===== config.mk =====
export PLATFORM = sky130hd
export DESIGN_NAME = evf_net_filter
export DESIGN_NICKNAME = d
export VERILOG_FILES = /design/src/rtl/evf_pkg.sv /design/src/rtl/evf_slot_store.sv /design/src/rtl/evf_classify.sv /design/src/rtl/evf_net_filter.sv
export SDC_FILE = /design/constraint.sdc
export NUM_CORES = 1
export LEC_CHECK = 0
export ABC_AREA = 1
export CAP_MARGIN = 10
export CORE_ASPECT_RATIO = 0.8
export CORE_UTILIZATION = 65
export DETAILED_ROUTE_END_ITERATION = 7
export DONT_BUFFER_PORTS = 1
export PLACE_DENSITY_LB_ADDON = 0.05
export SYNTH_ARGS = -nofsm -noshare
export SYNTH_HDL_FRONTEND = slang
export SYNTH_SLANG_ARGS = --single-unit

===== constraint.sdc =====
create_clock -name clk -period 6.2 [get_ports clk]
set_input_delay 1.24 -clock clk [delete_from_list [all_inputs] [get_ports clk]]
set_output_delay 1.24 -clock clk [all_outputs]
set_load 0.1 [all_outputs]

===== src/rtl/evf_pkg.sv =====
package evf_pkg;

    typedef logic [1:0] lval_t;

    localparam lval_t LV_0 = 2'b00;
    localparam lval_t LV_1 = 2'b11;
    localparam lval_t LV_X = 2'b10;

    typedef enum logic [2:0] {
        OP_NONE,
        OP_INSERT,
        OP_REPLACE,
        OP_DROP_LAST,
        OP_POP
    } slot_op_e;

    typedef enum logic [1:0] {
        ST_EMPTY,
        ST_PARTIAL,
        ST_FULL
    } occ_e;

    typedef enum logic [1:0] {
        PL_EMPTY,
        PL_HEAD,
        PL_MID,
        PL_TAIL
    } place_e;

endpackage


===== src/rtl/evf_slot_store.sv =====
module evf_slot_store
    import evf_pkg::*;
#(
    parameter int NSLOT  = 3,
    parameter int TIME_W = 16,
    parameter int CNT_W  = 2
) (
    input  logic              clk,
    input  logic              rst_n,
    input  slot_op_e          op,
    input  logic [CNT_W-1:0]  pos,
    input  logic [TIME_W-1:0] new_t,
    input  lval_t             new_v,
    output logic [TIME_W-1:0] slot_t [NSLOT],
    output lval_t             slot_v [NSLOT],
    output logic [CNT_W-1:0]  cnt
);

    genvar gi;
    generate
        for (gi = 0; gi < NSLOT; gi++) begin : g_slot
            logic [TIME_W-1:0] up_t;
            lval_t             up_v;
            logic [TIME_W-1:0] dn_t;
            lval_t             dn_v;

            if (gi == 0) begin : g_first
                assign up_t = '0;
                assign up_v = LV_X;
            end else begin : g_rest
                assign up_t = slot_t[gi-1];
                assign up_v = slot_v[gi-1];
            end

            if (gi == NSLOT - 1) begin : g_last
                assign dn_t = slot_t[gi];
                assign dn_v = slot_v[gi];
            end else begin : g_inner
                assign dn_t = slot_t[gi+1];
                assign dn_v = slot_v[gi+1];
            end

            always_ff @(posedge clk or negedge rst_n) begin
                if (!rst_n) begin
                    slot_t[gi] <= '0;
                    slot_v[gi] <= LV_X;
                end else begin
                    unique case (op)
                        OP_INSERT: begin
                            if (pos == CNT_W'(gi)) begin
                                slot_t[gi] <= new_t;
                                slot_v[gi] <= new_v;
                            end else if (pos < CNT_W'(gi)) begin
                                slot_t[gi] <= up_t;
                                slot_v[gi] <= up_v;
                            end
                        end
                        OP_REPLACE: begin
                            if (pos == CNT_W'(gi)) begin
                                slot_t[gi] <= new_t;
                                slot_v[gi] <= new_v;
                            end
                        end
                        OP_POP: begin
                            slot_t[gi] <= dn_t;
                            slot_v[gi] <= dn_v;
                        end
                        default: ;
                    endcase
                end
            end

            if (gi < NSLOT - 1) begin : g_order_chk

                sorted_order_chk: assert property (@(posedge clk) disable iff (!rst_n)
                    (cnt > CNT_W'(gi + 1)) |-> (slot_t[gi] <= slot_t[gi+1]));

                adjacent_differ_chk: assert property (@(posedge clk) disable iff (!rst_n)
                    (cnt > CNT_W'(gi + 1)) |-> (slot_v[gi] != slot_v[gi+1]));
            end
        end
    endgenerate

    always_ff @(posedge clk or negedge rst_n) begin
        if (!rst_n) begin
            cnt <= '0;
        end else begin
            unique case (op)
                OP_INSERT:            cnt <= cnt + CNT_W'(1);
                OP_DROP_LAST, OP_POP: cnt <= cnt - CNT_W'(1);
                default: ;
            endcase
        end
    end


    cnt_bound_chk: assert property (@(posedge clk) disable iff (!rst_n)
        cnt <= CNT_W'(NSLOT));

endmodule


===== src/rtl/evf_classify.sv =====
module evf_classify
    import evf_pkg::*;
#(
    parameter int NSLOT  = 3,
    parameter int TIME_W = 16,
    parameter int DLY_W  = 8,
    parameter int CNT_W  = 2
) (
    input  logic              req,
    input  logic [TIME_W-1:0] new_t,
    input  lval_t             new_v,
    input  lval_t             cur_v,
    input  logic [DLY_W-1:0]  inert,
    input  logic [TIME_W-1:0] slot_t [NSLOT],
    input  lval_t             slot_v [NSLOT],
    input  logic [CNT_W-1:0]  cnt,
    output slot_op_e          op,
    output logic [CNT_W-1:0]  pos,
    output logic              kept,
    output logic              removed,
    output logic              ovfl
);

    logic [CNT_W-1:0]  p;
    logic [TIME_W-1:0] last_t;
    lval_t             last_v;
    lval_t             prior_v;
    lval_t             before_v;
    lval_t             after_v;
    logic [TIME_W-1:0] gap;
    logic              full;
    logic              short_gap;
    place_e            place;

    // Position: number of pending events at or before the new time.
    always_comb begin
        p        = '0;
        last_t   = '0;
        last_v   = LV_X;
        prior_v  = cur_v;
        before_v = LV_X;
        after_v  = LV_X;
        for (int i = 0; i < NSLOT; i++) begin
            if (CNT_W'(i) < cnt && slot_t[i] <= new_t) begin
                p = p + CNT_W'(1);
            end
        end
        for (int i = 0; i < NSLOT; i++) begin
            if (CNT_W'(i + 1) == cnt) begin
                last_t = slot_t[i];
                last_v = slot_v[i];
            end
            if (CNT_W'(i + 2) == cnt) begin
                prior_v = slot_v[i];
            end
            if (CNT_W'(i + 1) == p) begin
                before_v = slot_v[i];
            end
            if (CNT_W'(i) == p) begin
                after_v = slot_v[i];
            end
        end
    end

    assign full      = (cnt == CNT_W'(NSLOT));
    assign gap       = new_t - last_t;
    assign short_gap = (gap < TIME_W'(inert));

    always_comb begin
        if (cnt == '0)     place = PL_EMPTY;
        else if (p == cnt) place = PL_TAIL;
        else if (p == '0)  place = PL_HEAD;
        else               place = PL_MID;
    end

    always_comb begin
        op      = OP_NONE;
        pos     = '0;
        kept    = 1'b0;
        removed = 1'b0;
        ovfl    = 1'b0;
        if (req) begin
            unique case (place)
                PL_EMPTY: begin
                    if (new_v != cur_v) begin
                        op   = OP_INSERT;
                        kept = 1'b1;
                    end
                end
                PL_TAIL: begin
                    if (short_gap && new_v == prior_v) begin
                        op      = OP_DROP_LAST;
                        removed = 1'b1;
                    end else if (new_v != last_v) begin
                        if (full) begin
                            ovfl = 1'b1;
                        end else begin
                            op   = OP_INSERT;
                            pos  = p;
                            kept = 1'b1;
                        end
                    end
                end
                PL_HEAD: begin
                    if (after_v == new_v) begin
                        op      = OP_REPLACE;
                        kept    = 1'b1;
                        removed = 1'b1;
                    end else if (full) begin
                        ovfl = 1'b1;
                    end else begin
                        op   = OP_INSERT;
                        kept = 1'b1;
                    end
                end
                PL_MID: begin
                    if (new_v == before_v) begin
                        op = OP_NONE;
                    end else if (after_v == new_v) begin
                        op      = OP_REPLACE;
                        pos     = p;
                        kept    = 1'b1;
                        removed = 1'b1;
                    end else if (full) begin
                        ovfl = 1'b1;
                    end else begin
                        op   = OP_INSERT;
                        pos  = p;
                        kept = 1'b1;
                    end
                end
                default: ;
            endcase
        end
    end

endmodule


===== src/rtl/evf_net_filter.sv =====
module evf_net_filter
    import evf_pkg::*;
#(
    parameter int  NSLOT  = 3,
    parameter int  TIME_W = 16,
    parameter int  DLY_W  = 8,
    localparam int CNT_W  = $clog2(NSLOT + 1)
) (
    input  logic              clk,
    input  logic              rst_n,
    input  logic [TIME_W-1:0] now_time,
    input  logic [DLY_W-1:0]  prop_dly,
    input  logic [DLY_W-1:0]  inert_dly,
    input  logic              ins_req,
    input  logic [TIME_W-1:0] ins_time,
    input  logic [1:0]        ins_val,
    input  logic              pop,
    output logic              res_vld,
    output logic              res_kept,
    output logic              res_removed,
    output logic              res_ovfl,
    output logic              head_vld,
    output logic [TIME_W-1:0] head_time,
    output logic [1:0]        head_val,
    output logic [1:0]        cur_val,
    output logic [CNT_W-1:0]  pend_cnt
);

    logic [TIME_W-1:0] slot_t [NSLOT];
    lval_t             slot_v [NSLOT];
    logic [CNT_W-1:0]  cnt;
    logic [TIME_W-1:0] ev_t;
    slot_op_e          cls_op;
    slot_op_e          op;
    logic [CNT_W-1:0]  cls_pos;
    logic              cls_kept;
    logic              cls_removed;
    logic              cls_ovfl;
    logic              pop_go;
    occ_e              state;
    occ_e              nxt;

    assign ev_t   = ins_time + TIME_W'(prop_dly);
    assign pop_go = pop && head_vld && !ins_req;
    assign op     = ins_req ? cls_op : (pop_go ? OP_POP : OP_NONE);

    evf_classify #(
        .NSLOT (NSLOT),
        .TIME_W(TIME_W),
        .DLY_W (DLY_W),
        .CNT_W (CNT_W)
    ) i_classify (
        .req    (ins_req),
        .new_t  (ev_t),
        .new_v  (ins_val),
        .cur_v  (cur_val),
        .inert  (inert_dly),
        .slot_t (slot_t),
        .slot_v (slot_v),
        .cnt    (cnt),
        .op     (cls_op),
        .pos    (cls_pos),
        .kept   (cls_kept),
        .removed(cls_removed),
        .ovfl   (cls_ovfl)
    );

    evf_slot_store #(
        .NSLOT (NSLOT),
        .TIME_W(TIME_W),
        .CNT_W (CNT_W)
    ) i_store (
        .clk   (clk),
        .rst_n (rst_n),
        .op    (op),
        .pos   (cls_pos),
        .new_t (ev_t),
        .new_v (ins_val),
        .slot_t(slot_t),
        .slot_v(slot_v),
        .cnt   (cnt)
    );

    // Occupancy state register
    always_ff @(posedge clk or negedge rst_n) begin
        if (!rst_n) state <= ST_EMPTY;
        else        state <= nxt;
    end

    always_comb begin
        nxt = state;
        unique case (state)
            ST_EMPTY: begin
                if (op == OP_INSERT) nxt = (NSLOT == 1) ? ST_FULL : ST_PARTIAL;
            end
            ST_PARTIAL: begin
                if (op == OP_INSERT && cnt == CNT_W'(NSLOT - 1))
                    nxt = ST_FULL;
                else if ((op == OP_DROP_LAST || op == OP_POP) && cnt == CNT_W'(1))
                    nxt = ST_EMPTY;
            end
            ST_FULL: begin
                if (op == OP_DROP_LAST || op == OP_POP)
                    nxt = (NSLOT == 1) ? ST_EMPTY : ST_PARTIAL;
            end
            default: nxt = ST_EMPTY;
        endcase
    end

    // Registered outputs: verdict and settled value
    always_ff @(posedge clk or negedge rst_n) begin
        if (!rst_n) begin
            res_vld     <= 1'b0;
            res_kept    <= 1'b0;
            res_removed <= 1'b0;
            res_ovfl    <= 1'b0;
            cur_val     <= LV_X;
        end else begin
            res_vld     <= ins_req;
            res_kept    <= cls_kept;
            res_removed <= cls_removed;
            res_ovfl    <= cls_ovfl;
            if (pop_go) cur_val <= slot_v[0];
        end
    end

    always_comb begin
        head_vld  = (state != ST_EMPTY) && (slot_t[0] == now_time);
        head_time = slot_t[0];
        head_val  = slot_v[0];
        pend_cnt  = cnt;
    end


    occ_state_chk: assert property (@(posedge clk) disable iff (!rst_n)
        ((state == ST_EMPTY) == (cnt == '0)) && ((state == ST_FULL) == (cnt == CNT_W'(NSLOT))));


    res_latency_chk: assert property (@(posedge clk) disable iff (!rst_n)
        res_vld |-> $past(ins_req));


    no_overflow_chk: assert property (@(posedge clk) disable iff (!rst_n)
        res_ovfl |-> (cnt == CNT_W'(NSLOT)) && (cnt == $past(cnt)));


    cancel_shrink_chk: assert property (@(posedge clk) disable iff (!rst_n)
        (res_removed && !res_kept) |-> (cnt == $past(cnt) - CNT_W'(1)));


    pop_commit_chk: assert property (@(posedge clk) disable iff (!rst_n)
        pop_go |=> (cur_val == $past(slot_v[0])));


    ins_pop_excl_chk: assert property (@(posedge clk) disable iff (!rst_n)
        !(ins_req && pop));

endmodule


==> results.json, run 1 <==
{
  "cp_max_fo": 14,
  "worst_pin_slew_ps": 1030,
  "cap_violations": 0,
  "cts_buffers": 9,
  "core.rowCount": 36,
  "r2r_cells": 30,
  "initial_core_util_pct": 66.9,
  "hp-class": "flip-flop to flip-flop",
  "setup_viol": 0,
  "finalNetCount": 1472,
  "finClkSkew_ps": 7.78,
  "hold_violations": 0,
  "drv_slew": 0,
  "path_depth": 39,
  "layout-drive-gt1-share_pct": 15.1,
  "final_critical_path_setup_slack_ps": 317,
  "fin_crit_ps": 5880,
  "yosysTopAreaCellShare_pct": 20.1,
  "dp_hpwl_um": 20600,
  "detail_route.wl_per_cell_um": 18.7,
  "finalInstanceArea_sq_um": 9340,
  "critPathLaunch": "ins_time[2]",
  "synthDistinctLibCells": 56,
  "dpl_cell_area_sq_um": 8730,
  "nFillCells": 1014,
  "ys_ff_latch": 64,
  "numPortBuffers": 0,
  "antenna_cells": 0,
  "synth.net_count": 1429,
  "drc": 0,
  "antenna_found_initial": 0,
  "whs_ps": 494,
  "wirelength_um": 28300,
  "grt_pass1_vias": 8166,
  "die_h_um": 102,
  "min_from": "i_store.g_slot[1].dn_v[1]",
  "clock_path_buffers": 2,
  "first_iter_violations": 1073,
  "yosys.area.top_type": "nand2_1",
  "place.gp.congestion": 1.01,
  "synthFlopType": "dfrtp_1",
  "cts.clk_slew.worst_paths_ps": 60,
  "drt_pass1_iterations": 6,
  "syn-cell-area_sq_um": 8190,
  "dieArea_sq_um": 13100,
  "finish.utilization_pct": 76.2,
  "clk_latency_ps": 340,
  "grt_start_max_net_pins": 65,
  "cp_num_buf_inv": 7,
  "period_share_pct": 94.9,
  "vias": 9265,
  "r2r-start": "i_store.cnt[0]",
  "detail-route-antenna-nets": 0,
  "synth_cells": 1293,
  "crit_path_max_incr_delay_ps": 270,
  "grt_pass1_wl_um": 42500,
  "crit_path_start_kind": "primary input",
  "overflow": 0,
  "fmax_mhz": 170,
  "cpLargestDelayFamily": "simple AND/OR/NAND/NOR gates",
  "slew_headroom_pct": 31.3,
  "fp.coreArea_sq_um": 12300,
  "avgSynthCellArea_sq_um": 6.34,
  "synthArstFlopShare_pct": 100,
  "cp-end-kind": "flip-flop",
  "cts-root-buf": "clkbuf_16",
  "cp.required_ps": 6430,
  "hold_depth": 2,
  "cts_max_level": 3,
  "cp.arrival_ps": 6110,
  "clock-sinks": 64,
  "grt.total_usage_pct": 42.7,
  "place_ws_ps": -109,
  "synth-seq-area-share_pct": 19.6,
  "cts_hold_buf": 0,
  "die_x_um": 128,
  "run_status": "finished clean",
  "ios": 81,
  "vias_per_cell": 6.13,
  "synth_edf_count": 0,
  "slowest_stage": "a21oi_1",
  "synth_area_leaders": "nand2_1 (20%), dfrtp_1 (18%), ha_1 (12%)",
  "cts_tree": "done",
  "area_growth_pct": 14.0,
  "yosys_warnings": 0,
  "path_class": "primary input to flip-flop"
}
-- worst min-delay path, stage by stage, from the launching register on --
cell and delay [ps]:
dfstp_2 390, nand2_1 60, nand2_1 50
-- final timing paths --
path | endpoint | slack [ps]
setup / recovery | i_store.g_slot[1].dn_t[2] | 320
hold / removal | i_store.g_slot[1].dn_v[1] | 490
setup reg to reg | i_store.g_slot[0].dn_v[1] | 520
hold reg to reg | i_store.g_slot[1].dn_v[1] | 490
min in group asynchronous | res_removed | 590
max in group asynchronous | i_store.g_slot[1].up_v[1] | 5410
-- sequential cells by signal, summed over array words and instances (netlist names) --
register / flops
i_store.g_slot.dn_t: 32
i_store.g_slot.up_t: 16
i_store.g_slot.dn_v: 4
cur_val: 2
i_store.cnt: 2
i_store.g_slot.up_v: 2
state: 2
res_kept: 1
res_ovfl: 1
res_removed: 1
res_vld: 1
-- cells in the final DEF, fill, tap and decap left out, drive strengths merged, types with 6 or more instances in the layout --
cell type  count
a21oi         55
buf           95
clkbuf        12
dfrtp         60
ha            80
inv          153
nand2        462
nand3        114
nand3b         8
nand4         61
nor2          49
nor3          10
nor4           7
o211ai         6
o21ai         68
o221ai         7
or2           16
xnor2          6
xor2          26
-- cell usage after synthesis (all sizes together) (4+ instances only) --
| library cell | count |
|---|---|
| o211ai | 6 |
| inv | 153 |
| nor2 | 49 |
| o31ai | 4 |
| clkbuf | 24 |
| dfrtp | 60 |
| buf | 42 |
| dfstp | 4 |
| o21ai | 68 |
| nand4 | 61 |
| nor4 | 7 |
| nor3 | 10 |
| nand3b | 8 |
| o221ai | 7 |
| xor2 | 26 |
| nand2 | 461 |
| xnor2 | 6 |
| a21oi | 55 |
| or2 | 16 |
| nand3 | 113 |
| ha | 80 |
| o22ai | 4 |
-- metrics by stage --
step / cells / TNS [ps]
after floorplan: 1293 / 0
after global placement: 1481 / 0
after detailed placement: 1481 / -2430
after CTS: 1497 / 0
after global routing: 1512 / -111
final: 1512 / 0
-- layer usage --
| metal | track usage, % | vias up | wire length, um |
|---|---|---|---|
| met5 | 0 | - | 0 |
| li1 | - | 4353 | - |
| met3 | 11.8 | 114 | 3930 |
| met4 | 22.2 | 0 | 1380 |
| met2 | 63.9 | 658 | 11700 |
| met1 | 56.6 | 4140 | 11300 |
-- layout make-up --
type	instances	area (sq um)	share of cell area, %
Timing Repair Buffer	96	820	8.77
Sequential cell	64	1610	17.2
Clock buffer	11	243	2.60
Clock inverter	5	32.5	0.348
Multi-Input combinational cell	1011	5840	62.5
Tap cell	171	214	2.29
Inverter	154	583	6.24
-- cell families (layout without fill, tap and decap cells) --
| logic type | Yosys count | in the layout | share of synthesized area, % |
|---|---|---|---|
| simple gates | 729 | 731 | 40.8 |
| compound gates | 166 | 166 | 11.7 |
| xor+xnor | 32 | 32 | 3.42 |
| fa+ha+maj | 82 | 82 | 12.7 |
| buf+inv | 220 | 266 | 11.8 |
| flops | 64 | 64 | 19.6 |
-- timing repair --
item / 4_1_cts / 5_1_grt
buffers inserted: 0 / 12
resized for setup: 0 / 46
endpoints found under the setup margin: 0 / 59
Power of run 1 is not shown: default switching activity piles up to over one toggle a cycle in this logic, so the estimate is an artifact.
==> inputs of run 2 (changes only) <==
Settings changed: CORE_MARGIN set to 2, SETUP_SLACK_MARGIN set to 0.02.
==> run 2 against run 1 <==
Via count up 1.5%. Hold slack better by 17 ps. Cell count up 0.33%. Register-to-register slack got worse by 190 ps. Highest routed layer unchanged. Cell area increased by 1.3%. Core utilization is 1.0 points higher. Worst setup slack got worse by 110 ps. Wire length rose by 2.5%. Global-route usage decreased by 0.44 points.
==> results.json, run 2 (synthesized netlist as in run 1, its figures left out) <==
{
  "place.gp.congestion": 0.993,
  "dr.max_layer_used": "met4",
  "first_iter_violations": 1465,
  "setup_viol": 0,
  "dp_hpwl_um": 21300,
  "m1WireLength_um": 11600,
  "area_growth_pct": 15.5,
  "cp-end-kind": "flip-flop",
  "cts_buffers": 9,
  "slew_headroom_pct": 28.9,
  "hold_depth": 2,
  "grt_pass1_wl_um": 44600,
  "detail_route.wl_per_cell_um": 19.1,
  "critPathLaunch": "ins_time[2]",
  "wl_met3_um": 3830,
  "cts-root-buf": "clkbuf_16",
  "crit_path_end": "i_store.g_slot[0].dn_t[13]",
  "largest_register_ffs": 32,
  "die_x_um": 130,
  "drt_pass1_iterations": 6,
  "antenna_found_initial": 0,
  "finClkSkew_ps": 11.7,
  "cts_tree": "done",
  "grt_pass1_vias": 8384,
  "cp.required_ps": 6430,
  "hp-class": "flip-flop to flip-flop",
  "final_common_cell": "nand2_1",
  "r2r-start": "i_store.cnt[0]",
  "core.rowCount": 36,
  "antenna_cells": 0,
  "finish.utilization_pct": 77.2,
  "initial_core_util_pct": 66.9,
  "reg2reg_slack_ps": 330,
  "crit_path_start_kind": "primary input",
  "layout_common_cells": "nand2_1 (431), inv_1 (148), nand3_1 (100)",
  "cts_max_level": 3,
  "grt_start_max_net_pins": 65,
  "r2r-end": "i_store.g_slot[0].dn_t[13]",
  "wirelength_um": 29000,
  "route.met2.wl_um": 12100,
  "cp_max_fo": 6,
  "fin_crit_ps": 5990,
  "finalNetCount": 1477,
  "fmax_mhz": 167,
  "run_status": "finished clean",
  "drc": 0,
  "crit_path_max_incr_delay_ps": 330,
  "crit_top_cell": "nand2_1",
  "die_h_um": 104,
  "clock_path_buffers": 2,
  "layout-drive-gt1-share_pct": 15.6,
  "numPortBuffers": 0,
  "final_critical_path_setup_slack_ps": 207,
  "ios": 81,
  "slowest_stage": "ha_1",
  "cts_hold_buf": 0,
  "place_inst": 1490,
  "drv_slew": 0,
  "hold_violations": 0,
  "worst_pin_slew_ps": 1060,
  "period_share_pct": 96.7,
  "vias_per_cell": 6.20,
  "dieArea_sq_um": 13500,
  "clk_latency_ps": 350,
  "grt.total_usage_pct": 42.3,
  "place_ws_ps": -217,
  "overflow": 0,
  "clock-sinks": 64,
  "detail-route-antenna-nets": 0,
  "cp.arrival_ps": 6230,
  "path_class": "primary input to flip-flop",
  "fp.coreArea_sq_um": 12300,
  "fin_cells": 1517,
  "r2r_cells": 34,
  "cts.clk_slew.worst_paths_ps": 60,
  "cap_violations": 0,
  "vias": 9406
}
==> run 2: cell types whose count changed in the layout (fill, tap and decap cells not counted), sizes merged <==
cell | before | now
buf | 95 | 102
bufinv | 0 | 2
clkbuf | 12 | 11
clkinvlp | 3 | 2
nand2 | 462 | 461
nand3 | 114 | 113
==> run 2: repair_timing <==
item	4_1_cts	5_1_grt
buffers inserted	0	10
resized for setup	0	42
setup endpoints to repair	0	60
endpoints found under the hold margin	0	0
==> run 2: layer usage <==
metal / up-vias / global-route usage (%)
met3: 145 / 9.41
met5: - / 0
met2: 698 / 61.3
met1: 4209 / 60.7
met4: 0 / 16.7
li1: 4354 / -
==> run 2: layout make-up <==
class	count	area, sq um
Tap cell	171	214
Multi-Input combinational cell	1009	5830
Inverter	154	586
Timing Repair Buffer	103	895
Sequential cell	64	1610
Clock inverter	6	92.6
Fill cell	1025	2790
Clock buffer	10	239
==> run 2: worst min-delay path by stage <==
stage	start	to	slack, ps
detailed placement	i_store.g_slot[1].dn_v[1]	i_store.g_slot[1].dn_v[1]	510
CTS	i_store.g_slot[1].dn_v[1]	i_store.g_slot[1].dn_v[1]	510
finish	i_store.g_slot[1].dn_v[1]	i_store.g_slot[1].dn_v[1]	510
global route	i_store.g_slot[1].dn_v[1]	i_store.g_slot[1].dn_v[1]	540
floorplan	i_store.g_slot[1].dn_v[1]	i_store.g_slot[1].dn_v[1]	460
global placement	i_store.g_slot[1].dn_t[0]	i_store.g_slot[1].dn_t[0]	490
==> run 2: stage by stage <==
step / hold slack, ps / cell area (sq um) / setup TNS [ps]
floorplan: 459 / 8200 / 0
global placement: 493 / 8840 / 0
detailed placement: 506 / 8840 / -7230
CTS: 514 / 9170 / 0
global route: 540 / 9460 / -1670
finish: 511 / 9460 / 0
==> run 2: worst max-delay path: cells and delay by family <==
family / cells / cell delay, ps
simple gates: 26 / 2910
fa+ha+maj: 3 / 830
buf+inv: 6 / 660
compound gates: 2 / 460
xor+xnor: 1 / 140
Power of run 2 is left out for the same reason.
==> inputs of run 3 (changes only) <==
Settings changed: MAX_ROUTING_LAYER set to met4.
==> run 3 against run 2 <==
Clock skew is essentially flat. Via count shrank 1.4%. Count of clock-buffer cells in the layout is the same. Cell area shrank 0.70%. Fmax grew 1.6%. Wire length shrank 1.3%. Non-clock buffer count shrank 2. Global-route usage grew 0.56 points. Worst setup slack gained 95 ps. Register-to-register slack gained 80 ps. Critical path type unchanged. Largest cell class unchanged.
==> results.json, run 3 (synthesized netlist as in run 1, its figures left out) <==
{
  "finalNetCount": 1476,
  "path_class": "primary input to flip-flop",
  "fmax_mhz": 170,
  "cts_buffers": 9,
  "setup_viol": 0,
  "hold_violations": 0,
  "slowest_stage": "ha_4",
  "clock-sinks": 64,
  "grt_pass1_vias": 8424,
  "place.gp.congestion": 0.998,
  "numPortBuffers": 0,
  "clock_path_buffers": 2,
  "fin_cells": 1516,
  "detail_route.wl_per_cell_um": 18.9,
  "cts.clk_slew.worst_paths_ps": 60,
  "place_inst": 1489,
  "finalSetupTns_ps": 0,
  "cts-root-buf": "clkbuf_16",
  "initial_core_util_pct": 66.9,
  "wirelength_um": 28600,
  "grt.total_usage_pct": 42.9,
  "fp.coreArea_sq_um": 12300,
  "vias": 9279,
  "clk_latency_ps": 360,
  "run_status": "finished clean",
  "fin_crit_ps": 5900,
  "cts_max_level": 3,
  "ios": 81,
  "first_iter_violations": 1397,
  "vias_per_cell": 6.12,
  "grt_pass1_wl_um": 43800,
  "finClkSkew_ps": 11.9,
  "drv_slew": 0,
  "cp.arrival_ps": 6140,
  "hp-class": "flip-flop to flip-flop",
  "area_growth_pct": 14.7,
  "regArea_sq_um": 1610,
  "final_common_cell": "nand2_1",
  "core.rowCount": 36,
  "dieArea_sq_um": 13500,
  "multi_input_area_sq_um": 5840,
  "layout-drive-gt1-share_pct": 15.7,
  "crit_path_max_incr_delay_ps": 280,
  "cts_tree": "done",
  "die_x_um": 130,
  "grt_start_max_net_pins": 65,
  "overflow": 0,
  "dpl_cell_area_sq_um": 8800,
  "drt_pass1_iterations": 8,
  "antenna_found_initial": 0,
  "reg2reg_slack_ps": 410,
  "die_h_um": 104,
  "layout_common_cells": "nand2_1 (433), inv_1 (146), nand3_1 (101)",
  "worst_pin_slew_ps": 1120,
  "drc": 0,
  "finish.utilization_pct": 76.7,
  "antenna_cells": 0,
  "slew_headroom_pct": 25.5,
  "cp_max_fo": 8,
  "crit_path_start_kind": "primary input",
  "largest_register_ffs": 32,
  "cap_violations": 0,
  "finalInstanceArea_sq_um": 9400,
  "period_share_pct": 95.1,
  "crit_top_cell": "nand2_1",
  "dp_hpwl_um": 21300,
  "cp-end-kind": "flip-flop",
  "detail-route-antenna-nets": 0,
  "cp.required_ps": 6440,
  "nFillCells": 992
}
[run 3: cell types whose count changed in the layout (fill, tap and decap cells not counted), sizes merged]
cell    change
buf         -1
clkbuf      -1
nand2       +1
[run 3: area by class of cell]
| cell class | count | area share [%] |
|---|---|---|
| clock buffer | 10 | 2.44 |
| sequential | 64 | 17.1 |
| tap | 171 | 2.28 |
| timing repair buffer | 101 | 8.95 |
| inverter | 154 | 6.23 |
| clock inverter | 6 | 0.905 |
| multi-input combinational | 1010 | 62.1 |
[run 3: path summary, 6_finish.rpt]
kind / endpoint / depth (start not counted) / start
worst max-delay path: i_store.g_slot[0].dn_t[3] / 35 / ins_time[2]
worst min-delay path: i_store.g_slot[1].dn_v[1] / 2 / i_store.g_slot[1].dn_v[1]
worst max register to register: i_store.g_slot[0].dn_t[3] / 32 / i_store.cnt[1]
worst min register to register: i_store.g_slot[1].dn_v[1] / 2 / i_store.g_slot[1].dn_v[1]
max in group asynchronous: cur_val[1] / 0 / rst_n
min in group asynchronous: i_store.g_slot[0].dn_t[1] / 0 / rst_n
[run 3: metal layers]
| metal | track usage (%) | vias to the layer above | part of all wire (%) |
|---|---|---|---|
| li1 | - | 4354 | - |
| met1 | 58.0 | 4167 | 41 |
| met2 | 61.2 | 656 | 42 |
| met3 | 11.1 | 102 | 13 |
| met4 | 16.7 | 0 | 3.8 |
| met5 | - | - | 0 |
[run 3: critical path: cells and delay by family]
family / cells / cell delay [ps]
AND/OR/NAND/NOR: 23 / 2870
AO/OA/AOI/OAI: 3 / 510
buffers and inverters: 6 / 790
adder cells (fa/ha/maj): 3 / 700
[run 3: what timing repair did]
item	in CTS	in global routing
gates resized for setup	0	46
buffers inserted	0	10
setup endpoints to repair	0	59
hold buffers	0	0
[run 3: through the flow]
| step | hold slack, ps | worst slack, ps |
|---|---|---|
| floorplan | 459 | 529 |
| global placement | 482 | 133 |
| detailed placement | 489 | -214 |
| CTS | 497 | 109 |
| global route | 527 | -53.7 |
| finish | 495 | 302 |
Power of run 3 is left out for the same reason.
